[src/rtl/vsep_pkg.sv]
package vsep_pkg;
  typedef enum logic [1:0] {
    WIN_IDLE = 2'd0,
    WIN_ACT  = 2'd1,
    WIN_HOLD = 2'd2
  } win_state_e;

  function automatic int unsigned cnt_w(input int unsigned n);
    return (n > 1) ? $clog2(n) : 1;
  endfunction
endpackage

[src/rtl/vsep_sync.sv]
module vsep_sync #(
  parameter int unsigned STAGES = 2
) (
  input  logic clk_i,
  input  logic rst_ni,
  input  logic d_i,
  output logic q_o
);
  logic [STAGES-1:0] chain_q;

  generate
    if (STAGES == 1) begin : g_one
      always_ff @(posedge clk_i or negedge rst_ni) begin
        if (!rst_ni) chain_q <= '0;
        else         chain_q <= d_i;
      end
    end else begin : g_many
      always_ff @(posedge clk_i or negedge rst_ni) begin
        if (!rst_ni) chain_q <= '0;
        else         chain_q <= {chain_q[STAGES-2:0], d_i};
      end
    end
  endgenerate

  assign q_o = chain_q[STAGES-1];
endmodule

[src/rtl/vsep_shaper.sv]
module vsep_shaper #(
  parameter int unsigned REC_CYC = 180
) (
  input  logic clk_i,
  input  logic rst_ni,
  input  logic sync_i,
  output logic shaped_o
);
  import vsep_pkg::*;

  localparam int unsigned HW = cnt_w(REC_CYC + 1);
  localparam logic [HW-1:0] REC_LD = HW'(REC_CYC);

  logic [HW-1:0] hold_q;

  // reload while sync is active, drain through the gap
  always_ff @(posedge clk_i or negedge rst_ni) begin
    if (!rst_ni)              hold_q <= '0;
    else if (sync_i)          hold_q <= REC_LD;
    else if (hold_q != '0)    hold_q <= hold_q - 1'b1;
  end

  assign shaped_o = sync_i | (hold_q != '0);
endmodule

[src/rtl/vsep_window.sv]
module vsep_window #(
  parameter int unsigned WIN_CYC    = 2280,
  parameter int unsigned DEC_CYC    = 1500,
  parameter int unsigned THRESH_CYC = 2400
) (
  input  logic clk_i,
  input  logic rst_ni,
  input  logic shaped_i,
  output logic decide_o,
  output logic vreset_o
);
  import vsep_pkg::*;

  localparam int unsigned PW = cnt_w(WIN_CYC + 1);
  localparam int unsigned AW = cnt_w(2 * WIN_CYC + 2) + 1;
  localparam logic [PW-1:0] POS_LAST = PW'(WIN_CYC - 1);
  localparam logic [PW-1:0] POS_DEC  = PW'(DEC_CYC);
  localparam logic [AW-1:0] THR      = AW'(THRESH_CYC);

  win_state_e    st_q;
  logic [PW-1:0] pos_q;
  logic [AW-1:0] acc_q;
  logic          shaped_prev_q;
  logic          vreset_q;

  logic          start;
  logic          counting;
  logic          expire;
  logic [1:0]    wgt;
  logic [AW-1:0] acc_sum;

  always_comb begin
    start    = (st_q == WIN_IDLE) && shaped_i && !shaped_prev_q;
    counting = start || (st_q == WIN_ACT);
    expire   = (pos_q == POS_LAST);
    if (!shaped_i)             wgt = 2'd0;
    else if (pos_q < POS_DEC)  wgt = 2'd2;
    else                       wgt = 2'd1;
    acc_sum  = acc_q + AW'(wgt);
    decide_o = counting && (acc_sum >= THR);
  end

  always_ff @(posedge clk_i or negedge rst_ni) begin
    if (!rst_ni) begin
      st_q          <= WIN_IDLE;
      pos_q         <= '0;
      acc_q         <= '0;
      shaped_prev_q <= 1'b0;
      vreset_q      <= 1'b0;
    end else begin
      shaped_prev_q <= shaped_i;
      vreset_q      <= decide_o;
      unique case (st_q)
        WIN_IDLE: begin
          if (start) begin
            pos_q <= PW'(1);
            if (decide_o) begin
              st_q  <= WIN_HOLD;
              acc_q <= '0;
            end else begin
              st_q  <= WIN_ACT;
              acc_q <= acc_sum;
            end
          end
        end
        WIN_ACT: begin
          if (decide_o) begin
            st_q  <= expire ? WIN_IDLE : WIN_HOLD;
            pos_q <= expire ? '0 : pos_q + 1'b1;
            acc_q <= '0;
          end else if (expire) begin
            st_q  <= WIN_IDLE;
            pos_q <= '0;
            acc_q <= '0;
          end else begin
            pos_q <= pos_q + 1'b1;
            acc_q <= acc_sum;
          end
        end
        WIN_HOLD: begin
          if (expire) begin
            st_q  <= WIN_IDLE;
            pos_q <= '0;
          end else begin
            pos_q <= pos_q + 1'b1;
          end
        end
        default: begin
          st_q  <= WIN_IDLE;
          pos_q <= '0;
          acc_q <= '0;
        end
      endcase
    end
  end

  assign vreset_o = vreset_q;
endmodule

[src/rtl/vsep_field.sv]
module vsep_field #(
  parameter int unsigned LINE_CYC = 762
) (
  input  logic clk_i,
  input  logic rst_ni,
  input  logic line_start_i,
  input  logic decide_i,
  output logic field_o
);
  import vsep_pkg::*;

  localparam int unsigned HW = cnt_w(LINE_CYC + 1);
  localparam logic [HW-1:0] H_MAX  = HW'(LINE_CYC);
  localparam logic [HW-1:0] H_HALF = HW'(LINE_CYC / 2);

  logic [HW-1:0] hpos_q;
  logic          field_q;

  always_ff @(posedge clk_i or negedge rst_ni) begin
    if (!rst_ni)                 hpos_q <= '0;
    else if (line_start_i)       hpos_q <= '0;
    else if (hpos_q != H_MAX)    hpos_q <= hpos_q + 1'b1;
  end

  always_ff @(posedge clk_i or negedge rst_ni) begin
    if (!rst_ni)       field_q <= 1'b0;
    else if (decide_i) field_q <= (hpos_q < H_HALF);
  end

  assign field_o = field_q;
endmodule

[src/rtl/vsync_sep.sv]
module vsync_sep #(
  parameter int unsigned SYNC_STAGES = 2,
  parameter int unsigned REC_CYC     = 180,
  parameter int unsigned WIN_CYC     = 2280,
  parameter int unsigned DEC_CYC     = 1500,
  parameter int unsigned THRESH_CYC  = 2400,
  parameter int unsigned LINE_CYC    = 762
) (
  input  logic clk_i,
  input  logic rst_ni,
  input  logic csync_i,
  input  logic line_start_i,
  output logic vreset_o,
  output logic field_o
);
  logic sync_w;
  logic shaped_w;
  logic decide_w;

  vsep_sync #(.STAGES(SYNC_STAGES)) u_sync (
    .clk_i (clk_i),
    .rst_ni(rst_ni),
    .d_i   (csync_i),
    .q_o   (sync_w)
  );

  vsep_shaper #(.REC_CYC(REC_CYC)) u_shaper (
    .clk_i   (clk_i),
    .rst_ni  (rst_ni),
    .sync_i  (sync_w),
    .shaped_o(shaped_w)
  );

  vsep_window #(
    .WIN_CYC   (WIN_CYC),
    .DEC_CYC   (DEC_CYC),
    .THRESH_CYC(THRESH_CYC)
  ) u_window (
    .clk_i   (clk_i),
    .rst_ni  (rst_ni),
    .shaped_i(shaped_w),
    .decide_o(decide_w),
    .vreset_o(vreset_o)
  );

  vsep_field #(.LINE_CYC(LINE_CYC)) u_field (
    .clk_i       (clk_i),
    .rst_ni      (rst_ni),
    .line_start_i(line_start_i),
    .decide_i    (decide_w),
    .field_o     (field_o)
  );
endmodule

[config.mk]
export PLATFORM = sky130hd
export DESIGN_NAME = vsync_sep
export DESIGN_NICKNAME = d
export VERILOG_FILES = /design/src/rtl/vsep_pkg.sv /design/src/rtl/vsep_sync.sv /design/src/rtl/vsep_shaper.sv /design/src/rtl/vsep_window.sv /design/src/rtl/vsep_field.sv /design/src/rtl/vsync_sep.sv
export SDC_FILE = /design/constraint.sdc
export NUM_CORES = 1
export LEC_CHECK = 0
export ABC_CLOCK_PERIOD_IN_PS = 6000
export CORE_ASPECT_RATIO = 0.9
export CORE_MARGIN = 1.5
export CORE_UTILIZATION = 40
export DETAILED_ROUTE_END_ITERATION = 7
export HOLD_SLACK_MARGIN = 0.1
export PLACE_DENSITY = 0.52
export SYNTH_ARGS = -nofsm -noshare
export SYNTH_HDL_FRONTEND = slang
export SYNTH_HIERARCHICAL = 1
export SYNTH_SLANG_ARGS = --single-unit
[constraint.sdc]
create_clock -name clk_i -period 6 [get_ports clk_i]
set_input_delay 0.9 -clock clk_i [delete_from_list [all_inputs] [get_ports clk_i]]
set_output_delay 0.9 -clock clk_i [all_outputs]
set_load 0.05 [all_outputs]
Yosys cells after proc, flatten, opt, wreduce, memory -nomap -nowiden
Cells that the tools add are included.
W data, S select, Z words.
{"block": "op_classes", "add_sub_neg": 4, "n_lt_le_gt_ge": 3, "eq_ne": 5, "n_mux": 20, "bitwise": 2, "n_reduce_logical": 11}
{"operator": "$mux W14", "n": 4}
{"operator": "$pmux W14 S3", "n": 1}
{"operator": "$mux W12", "n": 2}
{"operator": "$pmux W12 S2", "n": 1}
{"operator": "$mux W10", "n": 2}
{"operator": "$mux W8", "n": 2}
{"operator": "$add A14 B2 Y14", "n": 1}
{"operator": "$ge A14 B12 Y1 const B", "n": 1}
{"operator": "$mux W2", "n": 7}
{"operator": "$add A12 B1 Y12 const B", "n": 1}
{"operator": "$eq A12 B12 Y1 const B", "n": 1}
{"operator": "$lt A12 B11 Y1 const B", "n": 1}
{"operator": "$add A10 B1 Y10 const B", "n": 1}
{"operator": "$lt A10 B9 Y1 const B", "n": 1}
{"operator": "$ne A10 B10 Y1 const B", "n": 1}
{"operator": "$reduce_bool A8 Y1", "n": 1}
{"operator": "$sub A8 B1 Y8 const B", "n": 1}
{"operator": "$pmux W2 S3", "n": 1}
{"operator": "$reduce_bool A2 Y1", "n": 2}
{"operator": "$logic_and A1 B1 Y1", "n": 3}
{"operator": "$eq A2 B1 Y1 const B", "n": 1}
{"operator": "$eq A2 B2 Y1 const B", "n": 1}
{"operator": "$logic_not A2 Y1", "n": 1}
{"operator": "$ne A2 B1 Y1 const B", "n": 1}
{"operator": "6 further kinds", "n": 6}
{"block": "word_totals", "reg_bits": 51, "in_bits": 4, "elab_cells": 54}

Longest topological paths before layout
{"block": "depth", "ltp_word": 9, "depth_mapped": 16, "depth_no_buf": 15}

Cells and area by module
The synthesis kept the hierarchy.
{"module": "vsep_window", "n_inst": 1, "cells_each": 219, "area_per_inst_um2": 1928.1, "seq_area_each_um2": 750.7}
{"module": "vsep_field", "n_inst": 1, "cells_each": 62, "area_per_inst_um2": 611.8, "seq_area_each_um2": 275.3}
{"module": "vsep_shaper", "n_inst": 1, "cells_each": 48, "area_per_inst_um2": 462.9, "seq_area_each_um2": 200.2}
{"module": "vsep_sync", "n_inst": 1, "cells_each": 2, "area_per_inst_um2": 50.0, "seq_area_each_um2": 50.0}

Least setup slack after synthesis
Ideal clock, no wire load.
{"block": "synth_timing", "kind": "register -> register", "startpoint": "register u_shaper.hold_q[0]", "endpoint": "register u_window.acc_q[2]", "setup_ns": 0.090, "arrival_ns": 3.290, "required_ns": 5.910, "setup_slack_ns": 2.620, "stages_incl_launch_ff": 15, "n_path_buf": 0, "period_less_slack_ns": 3.380, "path_cell_list": "dfrtp_1 -> inv_1 -> ha_1 -> nor3b_1 -> nand3b_1 -> nand2_1 -> inv_1 -> ha_1 -> a21oi_1 -> o21ai_0 -> a32o_1 -> a211oi_2 -> o21bai_2 -> or4_1 -> o221ai_1"}
{"block": "synth_between", "elab_chain_len": 9}
{"item": "start: declaration", "line_no": "vsep_shaper.sv:14", "rtl": "logic [HW-1:0] hold_q;"}
{"item": "start signal: assignment", "line_no": "vsep_shaper.sv:20", "rtl": "else if (hold_q != '0) hold_q <= hold_q - 1'b1;"}
{"item": "$reduce_bool A8 Y1 *", "line_no": "vsep_shaper.sv:23", "rtl": "assign shaped_o = sync_i | (hold_q != '0);"}
{"item": "$or A1 B1 Y1 *", "line_no": "vsep_shaper.sv:23"}
{"item": "net shaped_w", "line_no": "vsync_sep.sv:17", "rtl": "logic shaped_w;"}
{"item": "$mux W2 / $logic_and A1 B1 Y1 (equally long branches)", "line_no": "vsep_window.sv:36, vsep_window.sv:33"}
{"item": "$add A14 B2 Y14 / $logic_and A1 B1 Y1 (equally long branches)", "line_no": "vsep_window.sv:39, vsep_window.sv:33"}
{"item": "$ge A14 B12 Y1 / $logic_or A1 B1 Y1 (equally long branches)", "line_no": "vsep_window.sv:40, vsep_window.sv:34"}
{"item": "$logic_and A1 B1 Y1", "line_no": "vsep_window.sv:40", "rtl": "decide_o = counting && (acc_sum >= THR);"}
{"item": "$mux W14", "line_no": "vsep_window.sv:57", "rtl": "if (decide_o) begin"}
{"item": "$mux W14", "line_no": "vsep_window.sv:55", "rtl": "if (start) begin"}
{"item": "$pmux W14 S3", "line_no": "vsep_window.sv:53", "rtl": "unique case (st_q)"}
{"item": "end signal: assignment", "line_no": "vsep_window.sv:62", "rtl": "acc_q <= acc_sum;"}
{"item": "end signal: assignment", "line_no": "vsep_window.sv:77", "rtl": "acc_q <= acc_sum;"}
{"item": "end: declaration", "line_no": "vsep_window.sv:22", "rtl": "logic [AW-1:0] acc_q;"}
Mark *: on every way through the listed nets, which the timed path passes. The rest lies on a longest branch. The select of a mux whose other input is x is not followed.
A chain may end at the register's enable or synchronous reset.

Worst setup path after layout
{"block": "layout_timing", "startpoint": "register u_shaper.hold_q[0]", "endpoint": "register u_window.acc_q[9]"}
The elaborated chain is that of the path after synthesis.

==> metrics <==
simple-gate area share of the yosys netlist 0.261; drt via density 5.48; result of the run finished clean; Reg2Reg Depth 15; total clock buffers created by CTS 5; number of sinks driven by the clock tree 51; Initial DRT Pass Iterations 4; post-synthesis cell count 331; Gate power share 0.293; Clk Tree Root Cell sky130_fd_sc_hd__clkbuf_8; cell class contributing the biggest share of worst-path delay compound AO/OA/AOI/OAI gates; worst-path cell with the longest stage delay sky130_fd_sc_hd__o21bai_2; most frequent cells in the layout sky130_fd_sc_hd__dfrtp_1, sky130_fd_sc_hd__nand2_1, sky130_fd_sc_hd__nor2_1; type of destination of the critical path register; top_reg_cell synth sky130_fd_sc_hd__dfrtp_1; clock power share 0.262; die area 0.00817 sq mm; main combinational cell family by area after synthesis simple AND/OR/NAND/NOR gates; Port-buffer cells 5; CP cell instances inv_1 > ha_1 > nor3b_1 > nand3b_1 > nor2b_1 > ha_1 > inv_1 > fa_1 > nand2b_1 > nor4_2 > mux2i_1 > o21ai_0 > o21bai_2 > o21ai_0 > a22o_1; Clock Skew 0.00458 ns; post-layout worst setup margin roughly 1.9 ns; Unique masters post-synth 63; critical path required time 6.20 ns; residual overflow from global routing 0; effective utilization at floorplan 0.409; overall die height 85.9 um; total of warnings raised by yosys 6; Levels on crit path 15; VDD IR max 124 uV; share of the core filled with cells 0.441; TritonCTS clock tree built; portion of synthesized cell area occupied by the leading cell type 0.418; area growth from synthesis to final layout 7.83%; Non-Filler Cell Area, Final 0.00329 sq mm; number of nets produced by synthesis 348; Tot GR Track Use 0.162; Crit path arrival time 4.31 ns; clk buf depth 2; adder-cell share of the synthesized area 0.0557; first-pass GRT wire length 10500 um; setup slack at placement 1.93 ns; Mapped Area roughly 0.0031 sq mm; portion of total power attributed to sequential cells 0.445; CP Launch Type register; total number of nets in the final design 349; drt first-iter violations 145; placed wire-length estimate after detailed placement between 4000 and 5000 um; layout cell share with drive strength beyond 1 0.0691; count of flip-flops with a built-in enable after synthesis 0; reg2reg setup slack approximately 1.9 ns; standard-cell row count 30; final routed wire length divided by cell count 13.9 um; largest driver fanout on the critical path 15; Core Footprint 0.00747 sq mm; via total after detailed routing 2349; Final Hold Fails 0; # DRC 0; share of total power consumed by net switching 0.355; Setup Buffers After CTS 0; design internal power 0.000620 W; cell area after placement 0.00317 sq mm; Final ANT Viol Nets 0; clock-pin slew on the worst setup and hold paths 0.09 ns; most common library cell in the layout ignoring fill and taps sky130_fd_sc_hd__dfrtp_1; reported net switching power 0.000341 W; sequential fraction of the synthesis area 0.418; Setup violations, final 0; max frequency 243 MHz; Buf/Inv on CP 2; dominant cells by area after synthesis sky130_fd_sc_hd__dfrtp_1, sky130_fd_sc_hd__ha_1, sky130_fd_sc_hd__a21oi_1; horizontal die dimension 95.1 um; leak pwr 1.38 nW; post-route non-filler standard cell count 429; Routed Wire Length 5960 um; sum of negative setup slack 0 ns; mux share of post-synthesis cell area 0.0135; post-route clock period utilization 0.685; via count of the first global-routing pass 2186; Slew headroom 0.523; gp weighted congestion 0.785; Avg Cell Area, Syn 9.22 sq um; Critical Path Max Stage Delay around 0.53 ns; Skew-Pair Late Insertion Delay 0.31 ns; setup repair after global routing missed its margin false; H-tree depth 2; Hold Path Depth 0; hold crit path type register to register; cells resized by post-CTS repair 0; power density of the placed cells 292 mW/mm^2; crit path time final just over 4 ns; max-cap violations 0; Tightest Pin Transition 0.713 ns; number of antenna cells inserted 0; type of the setup path with the least slack register to register; hold buffer count at CTS 0; Top Ports 6; Post-Synth XOR/XNOR Area 0.0373; Compound-Gate Fraction of Synth Area 0.173; flops & latches, synth 51; largest net degree at the start of global routing 52; Pins Over Slew Limit 0; dominant cell type by area after synthesis sky130_fd_sc_hd__dfrtp_1; Placed Cells incl. Taps 421; Async SR Flop Fraction 1.00; initial antenna violation count 0
==> metal layers <==
metal | vias up | routed length [um] | global-route usage
met3 | 5 | 138 | 0.0293
met5 | - | 0 | 0
met4 | 0 | 64 | 0.0529
met1 | 1134 | 3170 | 0.237
li1 | 1189 | - | -
met2 | 21 | 2590 | 0.241
==> flip-flops by register name, summed over array words and instances (netlist names) <==
| register | flops |
|---|---|
| u_window/vreset_o | 1 |
| u_sync/chain_q | 2 |
| u_field/hpos_q | 10 |
| u_field/field_o | 1 |
| u_window/acc_q | 14 |
| u_shaper/hold_q | 8 |
| u_window/st_q | 2 |
| u_window/pos_q | 12 |
| u_window/shaped_prev_q | 1 |
==> cells in the mapped netlist (3+ instances only) <==
| cell type | instances |
|---|---|
| sky130_fd_sc_hd__dfrtp_1 | 51 |
| sky130_fd_sc_hd__nand2_1 | 27 |
| sky130_fd_sc_hd__nor2_1 | 23 |
| sky130_fd_sc_hd__a21oi_1 | 22 |
| sky130_fd_sc_hd__inv_1 | 18 |
| sky130_fd_sc_hd__o21ai_0 | 18 |
| sky130_fd_sc_hd__nand3_1 | 16 |
| sky130_fd_sc_hd__or3_1 | 13 |
| sky130_fd_sc_hd__ha_1 | 12 |
| sky130_fd_sc_hd__nand2b_1 | 12 |
| sky130_fd_sc_hd__nor2b_1 | 9 |
| sky130_fd_sc_hd__xor2_1 | 9 |
| sky130_fd_sc_hd__a21o_1 | 8 |
| sky130_fd_sc_hd__nand4_1 | 7 |
| sky130_fd_sc_hd__clkbuf_1 | 6 |
| sky130_fd_sc_hd__o31ai_1 | 5 |
| sky130_fd_sc_hd__buf_2 | 4 |
| sky130_fd_sc_hd__or4_1 | 4 |
| sky130_fd_sc_hd__xnor2_1 | 4 |
| sky130_fd_sc_hd__and3_1 | 3 |
| sky130_fd_sc_hd__mux2i_1 | 3 |
| sky130_fd_sc_hd__nand3b_1 | 3 |
| sky130_fd_sc_hd__nor3_1 | 3 |
| sky130_fd_sc_hd__nor4_1 | 3 |
| sky130_fd_sc_hd__nor4_2 | 3 |
==> power groups by stage <==
stage / Sequential (W) / Combinational, W / Clock (W)
after floorplan: 0.000409 / 0.000244 / 0
after global routing: 0.000436 / 0.000324 / 0.000274
after global placement: 0.000434 / 0.000279 / 0
after detailed placement: 0.000434 / 0.000281 / 0
final: 0.000428 / 0.000282 / 0.000252
after CTS: 0.000427 / 0.000282 / 0.000264
==> final cells by class <==
cell class,count,area (sq um)
Multi-Input combinational cell,249,1650
Clock inverter,2,35.0
Sequential cell,51,1280
Inverter,18,67.6
Timing Repair Buffer,7,60.1
Tap cell,96,120
Fill cell,743,4180
Clock buffer,6,82.6
==> metrics by stage <==
step                      hold slack [ns]  total power [W]
after floorplan                     0.331         0.000653
after global placement              0.335         0.000713
after detailed placement            0.338         0.000716
after CTS                           0.360         0.000973
after global routing                0.362          0.00103
final                               0.356         0.000961
==> final timing paths <==
check,from,end
hold / removal,u_sync/chain_q[0]$_DFF_PN0_,u_sync/chain_q[1]$_DFF_PN0_
min in group asynchronous,rst_ni,u_window/pos_q[6]$_DFFE_PN0N_
max in group asynchronous,rst_ni,u_window/acc_q[11]$_DFFE_PN0P_
setup reg to reg,u_shaper/hold_q[0]$_DFFE_PN0P_,u_window/acc_q[9]$_DFFE_PN0P_
hold reg to reg,u_sync/chain_q[0]$_DFF_PN0_,u_sync/chain_q[1]$_DFF_PN0_
setup / recovery,u_shaper/hold_q[0]$_DFFE_PN0P_,u_window/acc_q[9]$_DFFE_PN0P_
==> cells by family after synthesis <==
kind of cell,count (synthesis)
DFF,51
adders and majority gates,13
and+or+nand+nor,139
AOI/OAI and AO/OA,80
muxes,4
xor gates and xnor gates,13
buffers and inverters,31
==> worst reg2reg max path, stage by stage (launching register included) <==
cell                       delay [ns]
sky130_fd_sc_hd__dfrtp_1         0.41
sky130_fd_sc_hd__inv_1           0.08
sky130_fd_sc_hd__ha_1            0.22
sky130_fd_sc_hd__nor3b_1         0.21
sky130_fd_sc_hd__nand3b_1        0.19
sky130_fd_sc_hd__nor2b_1         0.16
sky130_fd_sc_hd__ha_1            0.21
sky130_fd_sc_hd__inv_1           0.07
sky130_fd_sc_hd__fa_1            0.44
sky130_fd_sc_hd__nand2b_1        0.20
sky130_fd_sc_hd__nor4_2          0.30
sky130_fd_sc_hd__mux2i_1         0.38
sky130_fd_sc_hd__o21ai_0         0.20
sky130_fd_sc_hd__o21bai_2        0.53
sky130_fd_sc_hd__o21ai_0         0.16
sky130_fd_sc_hd__a22o_1          0.26
Note: power is estimated with default switching activity, not from simulation.
